File: config.mk
export PLATFORM = sky130hd
export DESIGN_NAME = instr_fetch_port
export DESIGN_NICKNAME = d
export VERILOG_FILES = /design/src/rtl/ifp_pkg.sv /design/src/rtl/ifp_ret_fifo.sv /design/src/rtl/ifp_credit.sv /design/src/rtl/ifp_req_gen.sv /design/src/rtl/instr_fetch_port.sv
export SDC_FILE = /design/constraint.sdc
export NUM_CORES = 1
export LEC_CHECK = 0
export ABC_CLOCK_PERIOD_IN_PS = 3400
export CORE_MARGIN = 5
export CORE_UTILIZATION = 46
export CTS_CLUSTER_DIAMETER = 150
export DETAILED_ROUTE_END_ITERATION = 16
export PLACE_DENSITY = 0.77
export SYNTH_ARGS = -nofsm -noshare
export SYNTH_HDL_FRONTEND = slang
export SYNTH_SLANG_ARGS = --single-unit
File: constraint.sdc
create_clock -name clk -period 3.4 [get_ports clk]
set_clock_uncertainty 0.15 [all_clocks]
set_input_delay 1.02 -clock clk [delete_from_list [all_inputs] [get_ports clk]]
set_output_delay 1.02 -clock clk [all_outputs]
set_load 0.02 [all_outputs]
File: src/rtl/ifp_pkg.sv
package ifp_pkg;

  localparam int unsigned XLEN = 32;

  typedef logic [XLEN-1:0] word_t;

  // one returned instruction together with its access-fault flag
  typedef struct packed {
    logic  fault;
    word_t insn;
  } ret_beat_t;

  function automatic word_t word_align(input word_t a);
    return {a[XLEN-1:2], 2'b00};
  endfunction

endpackage

File: src/rtl/ifp_ret_fifo.sv
module ifp_ret_fifo
  import ifp_pkg::*;
#(
  parameter  int unsigned DEPTH = 4,
  localparam int unsigned AW    = (DEPTH > 1) ? $clog2(DEPTH) : 1,
  localparam int unsigned CW    = $clog2(DEPTH + 1)
) (
  input  logic          clk,
  input  logic          rst_n,
  input  logic          flush_i,
  input  logic          push_i,
  input  ret_beat_t     beat_i,
  input  logic          pop_i,
  output ret_beat_t     beat_o,
  output logic [CW-1:0] count_o
);

  ret_beat_t         mem_q [DEPTH];
  logic [AW-1:0]     wr_ptr_q, wr_ptr_n;
  logic [AW-1:0]     rd_ptr_q, rd_ptr_n;
  logic [CW-1:0]     cnt_q, cnt_n;
  logic              wr_en, rd_en;

  function automatic logic [AW-1:0] bump(input logic [AW-1:0] p);
    return (p == AW'(DEPTH - 1)) ? '0 : p + AW'(1);
  endfunction

  always_comb begin
    wr_en    = push_i & ~flush_i;
    rd_en    = pop_i & (cnt_q != '0) & ~flush_i;
    wr_ptr_n = wr_ptr_q;
    rd_ptr_n = rd_ptr_q;
    cnt_n    = cnt_q;
    if (flush_i) begin
      wr_ptr_n = '0;
      rd_ptr_n = '0;
      cnt_n    = '0;
    end else begin
      if (wr_en) wr_ptr_n = bump(wr_ptr_q);
      if (rd_en) rd_ptr_n = bump(rd_ptr_q);
      cnt_n = cnt_q + CW'(wr_en) - CW'(rd_en);
    end
  end

  always_ff @(posedge clk or negedge rst_n) begin
    if (!rst_n) begin
      wr_ptr_q <= '0;
      rd_ptr_q <= '0;
      cnt_q    <= '0;
    end else begin
      wr_ptr_q <= wr_ptr_n;
      rd_ptr_q <= rd_ptr_n;
      cnt_q    <= cnt_n;
    end
  end

  // storage entries carry no reset; each has its own write enable
  for (genvar e = 0; e < DEPTH; e++) begin : g_entry
    always_ff @(posedge clk) begin
      if (wr_en && (wr_ptr_q == AW'(e))) mem_q[e] <= beat_i;
    end
  end

  assign beat_o  = mem_q[rd_ptr_q];
  assign count_o = cnt_q;

endmodule

File: src/rtl/ifp_credit.sv
module ifp_credit #(
  parameter  int unsigned MAX_OUT = 4,
  localparam int unsigned CW      = $clog2(MAX_OUT + 1)
) (
  input  logic          clk,
  input  logic          rst_n,
  input  logic          ar_hs_i,       // read address accepted this cycle
  input  logic          hs_stale_i,    // the accepted read belongs to an old stream
  input  logic          r_beat_i,      // read data returned this cycle
  input  logic          redir_i,
  output logic          drop_o,        // returned beat is to be discarded
  output logic [CW-1:0] out_next_o     // in-flight count after this cycle
);

  logic [CW-1:0] out_q, out_n;
  logic [CW-1:0] disc_q, disc_n;
  logic          dec_disc;

  always_comb begin
    dec_disc = r_beat_i & (disc_q != '0);
    out_n    = out_q + CW'(ar_hs_i) - CW'(r_beat_i);
    if (redir_i) begin
      // everything still in flight after this edge belongs to the old stream
      disc_n = out_n;
    end else begin
      disc_n = disc_q - CW'(dec_disc) + CW'(ar_hs_i & hs_stale_i);
    end
  end

  always_ff @(posedge clk or negedge rst_n) begin
    if (!rst_n) begin
      out_q  <= '0;
      disc_q <= '0;
    end else begin
      out_q  <= out_n;
      disc_q <= disc_n;
    end
  end

  assign drop_o     = dec_disc;
  assign out_next_o = out_n;

endmodule

File: src/rtl/ifp_req_gen.sv
module ifp_req_gen
  import ifp_pkg::*;
#(
  parameter word_t RESET_VEC = '0
) (
  input  logic  clk,
  input  logic  rst_n,
  input  logic  redir_i,
  input  word_t redir_pc_i,
  input  logic  room_i,        // credit allows a new request after this edge
  input  logic  arready_i,
  output logic  arvalid_o,
  output word_t araddr_o,
  output logic  hs_o,
  output logic  hs_stale_o
);

  logic  arv_q, arv_n;
  word_t addr_q, addr_n;
  word_t npc_q, npc_n;
  logic  stale_q, stale_n;
  logic  hs, launch;
  word_t base;

  always_comb begin
    hs     = arv_q & arready_i;
    launch = (~arv_q | hs) & room_i;
    base   = redir_i ? word_align(redir_pc_i) : npc_q;

    arv_n   = arv_q;
    addr_n  = addr_q;
    npc_n   = redir_i ? word_align(redir_pc_i) : npc_q;
    stale_n = stale_q;

    if (launch) begin
      arv_n   = 1'b1;
      addr_n  = base;
      npc_n   = base + word_t'(4);
      stale_n = 1'b0;
    end else if (hs) begin
      arv_n   = 1'b0;
      stale_n = 1'b0;
    end else if (redir_i && arv_q) begin
      // a request still waiting keeps its address but now belongs to the old stream
      stale_n = 1'b1;
    end
  end

  always_ff @(posedge clk or negedge rst_n) begin
    if (!rst_n) begin
      arv_q   <= 1'b0;
      addr_q  <= '0;
      npc_q   <= word_align(RESET_VEC);
      stale_q <= 1'b0;
    end else begin
      arv_q   <= arv_n;
      addr_q  <= addr_n;
      npc_q   <= npc_n;
      stale_q <= stale_n;
    end
  end

  assign arvalid_o  = arv_q;
  assign araddr_o   = addr_q;
  assign hs_o       = hs;
  assign hs_stale_o = hs & stale_q;

endmodule

File: src/rtl/instr_fetch_port.sv
module instr_fetch_port
  import ifp_pkg::*;
#(
  parameter int unsigned MAX_OUT   = 4,
  parameter logic [31:0] RESET_VEC = 32'h0000_0000
) (
  input  logic        clk,
  input  logic        rst_n,
  input  logic        redir_valid_i,
  input  logic [31:0] redir_pc_i,
  output logic        insn_valid_o,
  output logic [31:0] insn_word_o,
  output logic        insn_fault_o,
  input  logic        insn_ready_i,
  output logic [31:0] m_awaddr,
  output logic [2:0]  m_awprot,
  output logic        m_awvalid,
  input  logic        m_awready,
  output logic [31:0] m_wdata,
  output logic [3:0]  m_wstrb,
  output logic        m_wvalid,
  input  logic        m_wready,
  input  logic [1:0]  m_bresp,
  input  logic        m_bvalid,
  output logic        m_bready,
  output logic [31:0] m_araddr,
  output logic [2:0]  m_arprot,
  output logic        m_arvalid,
  input  logic        m_arready,
  input  logic [31:0] m_rdata,
  input  logic [1:0]  m_rresp,
  input  logic        m_rvalid,
  output logic        m_rready
);

  localparam int unsigned CW = $clog2(MAX_OUT + 1);
  localparam int unsigned SW = CW + 2;

  logic          ar_hs, ar_hs_stale, room;
  logic          beat_drop, push, pop;
  logic [CW-1:0] out_next, fifo_cnt;
  logic [SW-1:0] fifo_next, committed;
  ret_beat_t     rx_beat, head_beat;
  logic          unused_wr_side;

  // write side of the link stays idle
  assign m_awaddr  = '0;
  assign m_awprot  = '0;
  assign m_awvalid = 1'b0;
  assign m_wdata   = '0;
  assign m_wstrb   = '0;
  assign m_wvalid  = 1'b0;
  assign m_bready  = 1'b0;
  assign unused_wr_side = ^{m_awready, m_wready, m_bresp, m_bvalid};

  // read side: instruction access, data always accepted
  assign m_arprot = 3'b100;
  assign m_rready = 1'b1;

  assign rx_beat = '{fault: (m_rresp != 2'b00), insn: m_rdata};
  assign push    = m_rvalid & ~beat_drop & ~redir_valid_i;
  assign pop     = insn_valid_o & insn_ready_i;

  // space accounting: every read in flight or waiting for acceptance owns a buffer slot
  always_comb begin
    if (redir_valid_i) fifo_next = '0;
    else               fifo_next = SW'(fifo_cnt) + SW'(push) - SW'(pop);
    committed = SW'(out_next) + fifo_next + SW'(m_arvalid & ~ar_hs);
    room      = committed < SW'(MAX_OUT);
  end

  ifp_req_gen #(
    .RESET_VEC (RESET_VEC)
  ) u_req (
    .clk        (clk),
    .rst_n      (rst_n),
    .redir_i    (redir_valid_i),
    .redir_pc_i (redir_pc_i),
    .room_i     (room),
    .arready_i  (m_arready),
    .arvalid_o  (m_arvalid),
    .araddr_o   (m_araddr),
    .hs_o       (ar_hs),
    .hs_stale_o (ar_hs_stale)
  );

  ifp_credit #(
    .MAX_OUT (MAX_OUT)
  ) u_credit (
    .clk        (clk),
    .rst_n      (rst_n),
    .ar_hs_i    (ar_hs),
    .hs_stale_i (ar_hs_stale),
    .r_beat_i   (m_rvalid),
    .redir_i    (redir_valid_i),
    .drop_o     (beat_drop),
    .out_next_o (out_next)
  );

  ifp_ret_fifo #(
    .DEPTH (MAX_OUT)
  ) u_fifo (
    .clk     (clk),
    .rst_n   (rst_n),
    .flush_i (redir_valid_i),
    .push_i  (push),
    .beat_i  (rx_beat),
    .pop_i   (pop),
    .beat_o  (head_beat),
    .count_o (fifo_cnt)
  );

  assign insn_valid_o = (fifo_cnt != '0);
  assign insn_word_o  = head_beat.insn;
  assign insn_fault_o = head_beat.fault;

endmodule

==> run summary, run 1 <==
Outcome: finished, violations left
Failing checks: setup timing
Critical Path AT: 3.95 ns
Fin crit period: 3.74 ns
Met1 wire length: 8420 um
Via count: 6041
Max Freq: 267 MHz
Largest net degree at the start of global routing: 47
Final Total Pwr: 13.4 mW
Share of layout cells above drive strength 1: 29.1%
Min-delay worst type: reg -> reg
Critical path type: in -> reg
CTS tree: built
CTS root buf: clkbuf_16
Clk_lat worst skew: 0.49 ns
Crit path capture type: flip-flop
Die area: 24600 um2
Initial Utilization: 46.9%
Sequential fraction of the synthesis area: 60.0%
Die height: 157 um
Vias in the first global route: 6235
XOR/XNOR share of the synthesized area: 3.27%
Internal: 8.46 mW
Post-Layout Cell Count: 1200
Clock sink count: 211
Adder-cell share of the synthesized area: 3.46%
Final ANT Viol Nets: 0
Core region area: 21100 um2
P_sw: 4.92 mW
GP Congestion: 0.760
Dpl hpwl: 14600 um
Count of pins over their slew limit: 0
Max FO, Critical Path: 8
Top sig layer: met4
1st-pass router iterations: 4
All-layer global routing usage: 16.7%
Reg power frac: 25.2%
Routed length on met2: 11500 um
Number of flops mapped to enable cells by yosys: 132
Row count: 53
Final setup fails: 64
Critical Path Start Type: primary input
Worst slew pin tran: 0.636 ns
Post-Synth Simple-Gate Area: 8.08%
Cells after Synth: 682
Sw frac: 36.8%
FFs w/ async S/R, synth: 37.4%
Top_reg_cell synth: edfxtp_1
First-pass GRT wire length: 32900 um
Tcrit/Tclk final: 110%
Routed wire length: 21900 um
Num CTS Buffers: 23
#FFs+latches synth: 211
Total gr overflow: 0
Hold_ws: 0.368 ns
I/O Pins: 222
Initial antenna violation count: 1
Mapped Avg Cell Area: 14.5 um2
IO Port Bufs: 136
Final net count: 1010
Clk buf depth: 3
Compound-cell area share of the yosys netlist: 5.45%
# DRC: 0
H-Tree Depth: 1
Logic pwr share: 56.2%
Mapped Area: 9900 um2
Leakage: 5.06 nW
Placed cells: 1144
Power density cells: 1020 nW/um2
Final Worst Setup Slack: -0.340 ns
MaxCap Viol Count: 0
Syn. warnings: 0
Fill cell count: 1597
Post-CTS Hold Buffers: 0
Routed WL per cell: 18.3 um
Unrepaired setup endpoints after global routing: yes
Die X: 157 um
Clock power share: 18.5%
Peak VDD IR: 1.29 mV
Multiplexer share of the synthesized area: 11.2%
Main combinational cell family by area after synthesis: multiplexers
Place WS: -1.18 ns
Initial DRC Count: 291
DR vias/cell: 5.03
Yosys cell types: 59
Routed wl met3: 1700 um
Synth-to-layout area growth: 32.8%
Clk pin slew, worst setup/hold paths: 0.06 ns
Count of final hold-check violations: 0
Setup TNS: -17.53 ns
Worst EP required: 3.61 ns
Max-slew headroom: 57.6%
[final timing paths]
| path | startpoint | endpoint | slack [ns] | depth (start not counted) |
|---|---|---|---|---|
| hold reg to reg | u_req.araddr_o[13]$_DFFE_PN0P_ | u_req.araddr_o[13]$_DFFE_PN0P_ | 0.37 | 2 |
| max in group asynchronous | rst_n | u_req.araddr_o[24]$_DFFE_PN0P_ | 2.10 | 2 |
| setup / recovery | insn_ready_i | u_req.npc_q[5]$_DFF_PN0_ | -0.34 | 18 |
| setup reg to reg | u_fifo.count_o[2]$_DFF_PN0_ | u_req.npc_q[5]$_DFF_PN0_ | -0.32 | 19 |
| min in group asynchronous | rst_n | u_req.npc_q[29]$_DFF_PN0_ | 0.39 | 1 |
| hold / removal | u_req.araddr_o[13]$_DFFE_PN0P_ | u_req.araddr_o[13]$_DFFE_PN0P_ | 0.37 | 2 |
[synthesized netlist by cell type (2+ instances only)]
cell type	instances	share of area, %
o211ai_1	2	0.15
nor2_1	44	1.7
nand2b_1	2	0.13
clkbuf_1	7	0.27
mux2i_1	28	2.8
conb_1	2	0.076
buf_6	7	0.80
nor3_1	10	0.51
dfrtp_1	79	20
nand3_1	14	0.71
a21oi_1	11	0.56
a211oi_4	2	0.40
edfxtp_1	132	40
and3_1	5	0.32
mux2_2	2	0.23
and2_1	7	0.44
nand3b_1	5	0.38
o2111ai_1	2	0.18
buf_4	82	6.2
buf_1	5	0.19
fa_1	4	0.81
a32oi_1	3	0.27
xor2_1	26	2.3
inv_1	20	0.76
buf_2	5	0.25
o21ai_0	6	0.30
nand2_1	20	0.76
nand4b_1	6	0.53
a21oi_2	29	2.6
nand4_1	11	0.70
xnor2_1	11	0.97
nor2b_1	11	0.70
mux2_4	4	0.61
ha_1	21	2.7
mux4_2	33	7.5
[power groups by stage]
| stage | clock network, mW | registers (mW) | logic [mW] |
|---|---|---|---|
| 2_1_floorplan | 0 | 3.57 | 3.65 |
| 3_3_place_gp | 0 | 3.37 | 5.50 |
| 3_5_place_dp | 0 | 3.37 | 5.61 |
| 4_1_cts | 2.54 | 3.36 | 6.38 |
| 5_1_grt | 2.67 | 3.42 | 7.99 |
| 6_report | 2.48 | 3.37 | 7.52 |
[cell usage in the layout (no fill, tap or decap), types with 4 or more instances in the layout]
master / n
nand3_1: 9
nand4b_1: 6
xnor2_1: 9
clkbuf_1: 5
nor2_1: 21
xor2_1: 26
nor2b_1: 10
dlygate4sd2_1: 34
mux2i_1: 28
inv_2: 5
nand3b_1: 5
conb_1: 78
edfxtp_1: 132
mux2_4: 4
nor3_1: 6
a21oi_1: 11
clkdlybuf4s50_1: 98
and2_2: 4
nand2_1: 18
inv_1: 14
nand4_1: 11
a21oi_2: 29
o21ai_0: 5
ha_1: 16
nor2_2: 12
ha_4: 5
buf_12: 14
mux4_2: 33
nor2_4: 11
clkbuf_16: 27
and3_1: 5
buf_6: 8
buf_4: 72
dfrtp_1: 78
[routing by layer]
metal | vias up | GRT usage [%]
met3 | 27 | 4.40
met4 | 0 | 2.89
met2 | 194 | 29.5
met1 | 3028 | 21.2
li1 | 2792 | -
met5 | - | 0
[logic make-up (layout without fill, tap and decap cells)]
kind of cell	Yosys count	in the layout
other	2	79
XOR/XNOR	37	37
multiplexers	67	67
flip-flops	211	211
adder cells (fa/ha/maj)	25	25
AO/OA/AOI/OAI	66	66
AND/OR/NAND/NOR	148	148
buffers and inverters	126	292
[stage by stage]
stage          area (um2)  utilization [%]
3_5_place_dp        11900             56.4
5_1_grt             13200             62.4
2_1_floorplan       10300                -
4_1_cts             12900             61.1
3_3_place_gp        11900             56.4
6_report            13200             62.4
[critical path, stage by stage]
cell and delay, ns:
buf_6 0.09, nand2_4 0.06, inv_4 0.04, ha_4 0.25, inv_2 0.03, ha_4 0.15
fa_2 0.35, xor2_1 0.18, nor2_1 0.08, ha_1 0.32, o21a_1 0.14, o2bb2ai_2 0.07
buf_4 0.14, a211oi_4 0.27, o211a_4 0.29, clkbuf_16 0.20, nand3b_1 0.11, xor2_1 0.16
[state kept, by name (all words and copies together) (netlist names)]
| signal | cells |
|---|---|
| u_req.arvalid_o | 1 |
| u_fifo.mem_q | 132 |
| u_fifo.rd_ptr_q | 2 |
| u_fifo.count_o | 3 |
| u_fifo.wr_ptr_q | 2 |
| u_credit.out_q | 3 |
| u_req.npc_q | 32 |
| u_req.araddr_o | 32 |
| u_credit.disc_q | 3 |
| u_req.stale_q | 1 |
[layout make-up]
class                      count  area, um2  area share (%)
clock inverter                12        139            1.06
timing repair buffer         231       2280            17.3
sequential                   211       5940            45.2
inverter                      20       77.6           0.590
clock buffer                  29        619            4.71
antenna                        1       2.50          0.0190
multi-input combinational    421       3750            28.5
tap                          275        344            2.62
[repair_timing]
action                     4_1_cts  5_1_grt
setup endpoints to repair       97       64
gates resized for setup        101       28
pin swaps                       19       14
gates cloned                     0        3
setup buffers                    6        5
No activity file was read; power rests on OpenSTA's default activity.
==> inputs of run 2 (changes only) <==
Settings changed: PLACE_DENSITY 0.77 to 0.75, SYNTH_HIERARCHICAL from default to 1.
==> run 2 against run 1 <==
  * The run still ends with setup timing left
  * Area after synthesis up 1.2%
  * Via count up 2.8%
  * Non-clock buffer count up 10
  * Synthesized cell count up 0.73%
  * Clock power down 9.3%
==> run summary, run 2 <==
Count of final hold-check violations: 0
Setup TNS: -29.56 ns
FFs w/ async S/R, synth: 37.4%
Worst slew pin tran: 0.850 ns
First-pass GRT wire length: 34200 um
Outcome: finished, violations left
Die X: 158 um
Worst EP required: 3.67 ns
Synth area leaders: edfxtp_1 40%, dfrtp_1 20%, mux4_2 6.3%
CTS tree: built
Routed WL per cell: 18.2 um
Top_reg_cell synth: edfxtp_1
Fin crit period: 4.03 ns
Sequential fraction of the synthesis area: 59.3%
Mapped Area: 10000 um2
Peak VDD IR: 0.682 mV
Number of flops mapped to enable cells by yosys: 132
Dpl cell area: 12000 um2
Final net count: 1028
Worst path bufs/invs: 5
Vias in the first global route: 6478
Place WS: -1.55 ns
Critical path type: in -> reg
Clock power share: 21.7%
H-Tree Depth: 1
Crit path capture type: flip-flop
Row count: 54
Internal: 6.91 mW
Top sig layer: met4
MaxCap Viol Count: 0
Clk_lat worst skew: 0.50 ns
Clk pin slew, worst setup/hold paths: 0.06 ns
Clock sink count: 211
Logic pwr share: 46.6%
Core region area: 21600 um2
Most frequent cell after synthesis: edfxtp_1
GP Congestion: 0.785
CP cell instances: buf_6, and2_4, ha_4, inv_2, ha_4, fa_2, nor2b_4, ha_4, a21oi_4, nand4b_1, a211o_1, o41ai_4, inv_2, a2111oi_4, buf_4, nand4_4, buf_6, nor2_1, xnor2_1
All-layer global routing usage: 17.5%
Most flops, register: u_fifo/mem_q
DR vias/cell: 5.09
Max FO, Critical Path: 2
Tcrit/Tclk final: 119%
Dpl hpwl: 14400 um
P_sw: 3.43 mW
Synth top area share: 39.6%
Routed wl met3: 1480 um
Syn. warnings: 6
Max-slew headroom: 43.3%
Total gr overflow: 0
Routed wire length: 22200 um
Clk buf depth: 3
Largest net degree at the start of global routing: 78
Crit path max-delay cell type: fa_2
Final ANT Viol Nets: 0
Leakage: 5.34 nW
Placed cells: 1154
Ant diodes: 0
Post-Layout Cell Count: 1221
Via count: 6213
Die area: 24800 um2
Min-delay worst type: in -> async
I/O Pins: 222
CTS root buf: clkbuf_16
Initial antenna violation count: 0
Cells after Synth: 687
Post-CTS Hold Buffers: 0
Most common cell after layout, fill and taps aside: edfxtp_1
Most frequent cells in the layout: 132 x edfxtp_1, 101 x clkdlybuf4s50_1, 78 x conb_1, 78 x dfrtp_1, 71 x buf_4
Failing checks: setup timing
1st-pass router iterations: 5
Final Worst Setup Slack: -0.635 ns
#FFs+latches synth: 211
Reg power frac: 31.7%
Hold_ws: 0.327 ns
Final Instance Area: 13500 um2
Initial DRC Count: 328
Met1 wire length: 8910 um
Routed length on met2: 11300 um
Unrepaired setup endpoints after global routing: yes
Count of pins over their slew limit: 0
CP delay by family, top: adder cells
Critical Path AT: 4.31 ns
Power density cells: 766 nW/um2
Share of layout cells above drive strength 1: 31.0%
Sw frac: 33.2%
Post-synth top area cell: edfxtp_1
Die height: 158 um
Critical Path Start Type: primary input
Mapped Avg Cell Area: 14.6 um2
Num CTS Buffers: 22
Max FFs per register: 132
# DRC: 0
Most common cell on crit path: ha_4
Max stage delay on crit path: 0.51 ns
Final setup fails: 64
Initial Utilization: 46.3%
Synth-to-layout area growth: 34.7%
IO Port Bufs: 136
Commonest cells in the netlist: 132 x edfxtp_1, 82 x buf_4, 79 x dfrtp_1
Yosys cell types: 63
Max Freq: 248 MHz
## run 2: worst register-to-register path: cells and delay by family (launching register included)
kind            cells  cell delay (ns)
simple gates        6             0.73
buf+inv             5             0.55
compound gates      4             0.80
fa+ha+maj           4             1.14
xor+xnor            1             0.14
flops               1             0.39
## run 2: timing repair
item / in CTS / in global routing
setup endpoints to repair: 94 / 69
pin swaps: 45 / 38
cloned: 10 / 0
setup buffers: 14 / 8
resized for setup: 159 / 31
## run 2: power by group through the flow
stage                     Sequential (mW)  Clock (mW)  Combinational [mW]
after CTS                            3.26        2.31                4.65
after floorplan                      3.48           0                1.41
final                                3.27        2.25                4.82
after global routing                 3.31        2.43                5.11
after global placement               3.28           0                2.62
after detailed placement             3.28           0                2.67
## run 2: logic make-up after synthesis
| family | share of synthesized area, % |
|---|---|
| flip-flops | 59.3 |
| AND/OR/NAND/NOR | 8.58 |
| buffers and inverters | 8.87 |
| AO/OA/AOI/OAI | 5.70 |
| multiplexers | 10.8 |
| XOR/XNOR | 3.22 |
| adder cells (fa/ha/maj) | 3.42 |
| other | 0.0750 |
## run 2: area by class of cell
type / instances / area, um2
clock inverter: 12 / 93.8
sequential: 211 / 5940
timing repair buffer: 241 / 2460
clock buffer: 27 / 589
multi-input combinational: 428 / 3980
fill: 1533 / 8130
inverter: 22 / 82.6
tap: 280 / 350
## run 2: path summary, 6_finish.rpt
path / start / to / slack [ns] / cells after the start
max in group asynchronous: rst_n / u_req/arvalid_o$_DFFE_PN0N_ / 2.15 / 2
max reg2reg: u_fifo/count_o[2]$_DFF_PN0_ / u_req/npc_q[22]$_DFF_PN0_ / -0.57 / 20
min reg2reg: u_req/araddr_o[14]$_DFFE_PN0P_ / u_req/araddr_o[14]$_DFFE_PN0P_ / 0.33 / 2
max: insn_ready_i / u_req/npc_q[22]$_DFF_PN0_ / -0.63 / 19
min in group clk: u_req/araddr_o[14]$_DFFE_PN0P_ / u_req/araddr_o[14]$_DFFE_PN0P_ / 0.33 / 2
min: rst_n / u_req/araddr_o[25]$_DFFE_PN0P_ / 0.33 / 1
## run 2: routing by layer
layer,global-route usage (%),up-vias
met2,30.5,204
met5,0,-
met4,4.51,0
met1,22.3,3115
li1,-,2861
met3,3.96,33
## run 2: stage by stage
stage                     power [mW]  util, %
after global routing            10.8     62.4
after detailed placement        5.95     55.6
after global placement          5.90     55.6
after floorplan                 4.89        -
after CTS                       10.2     61.8
final                           10.3     62.4
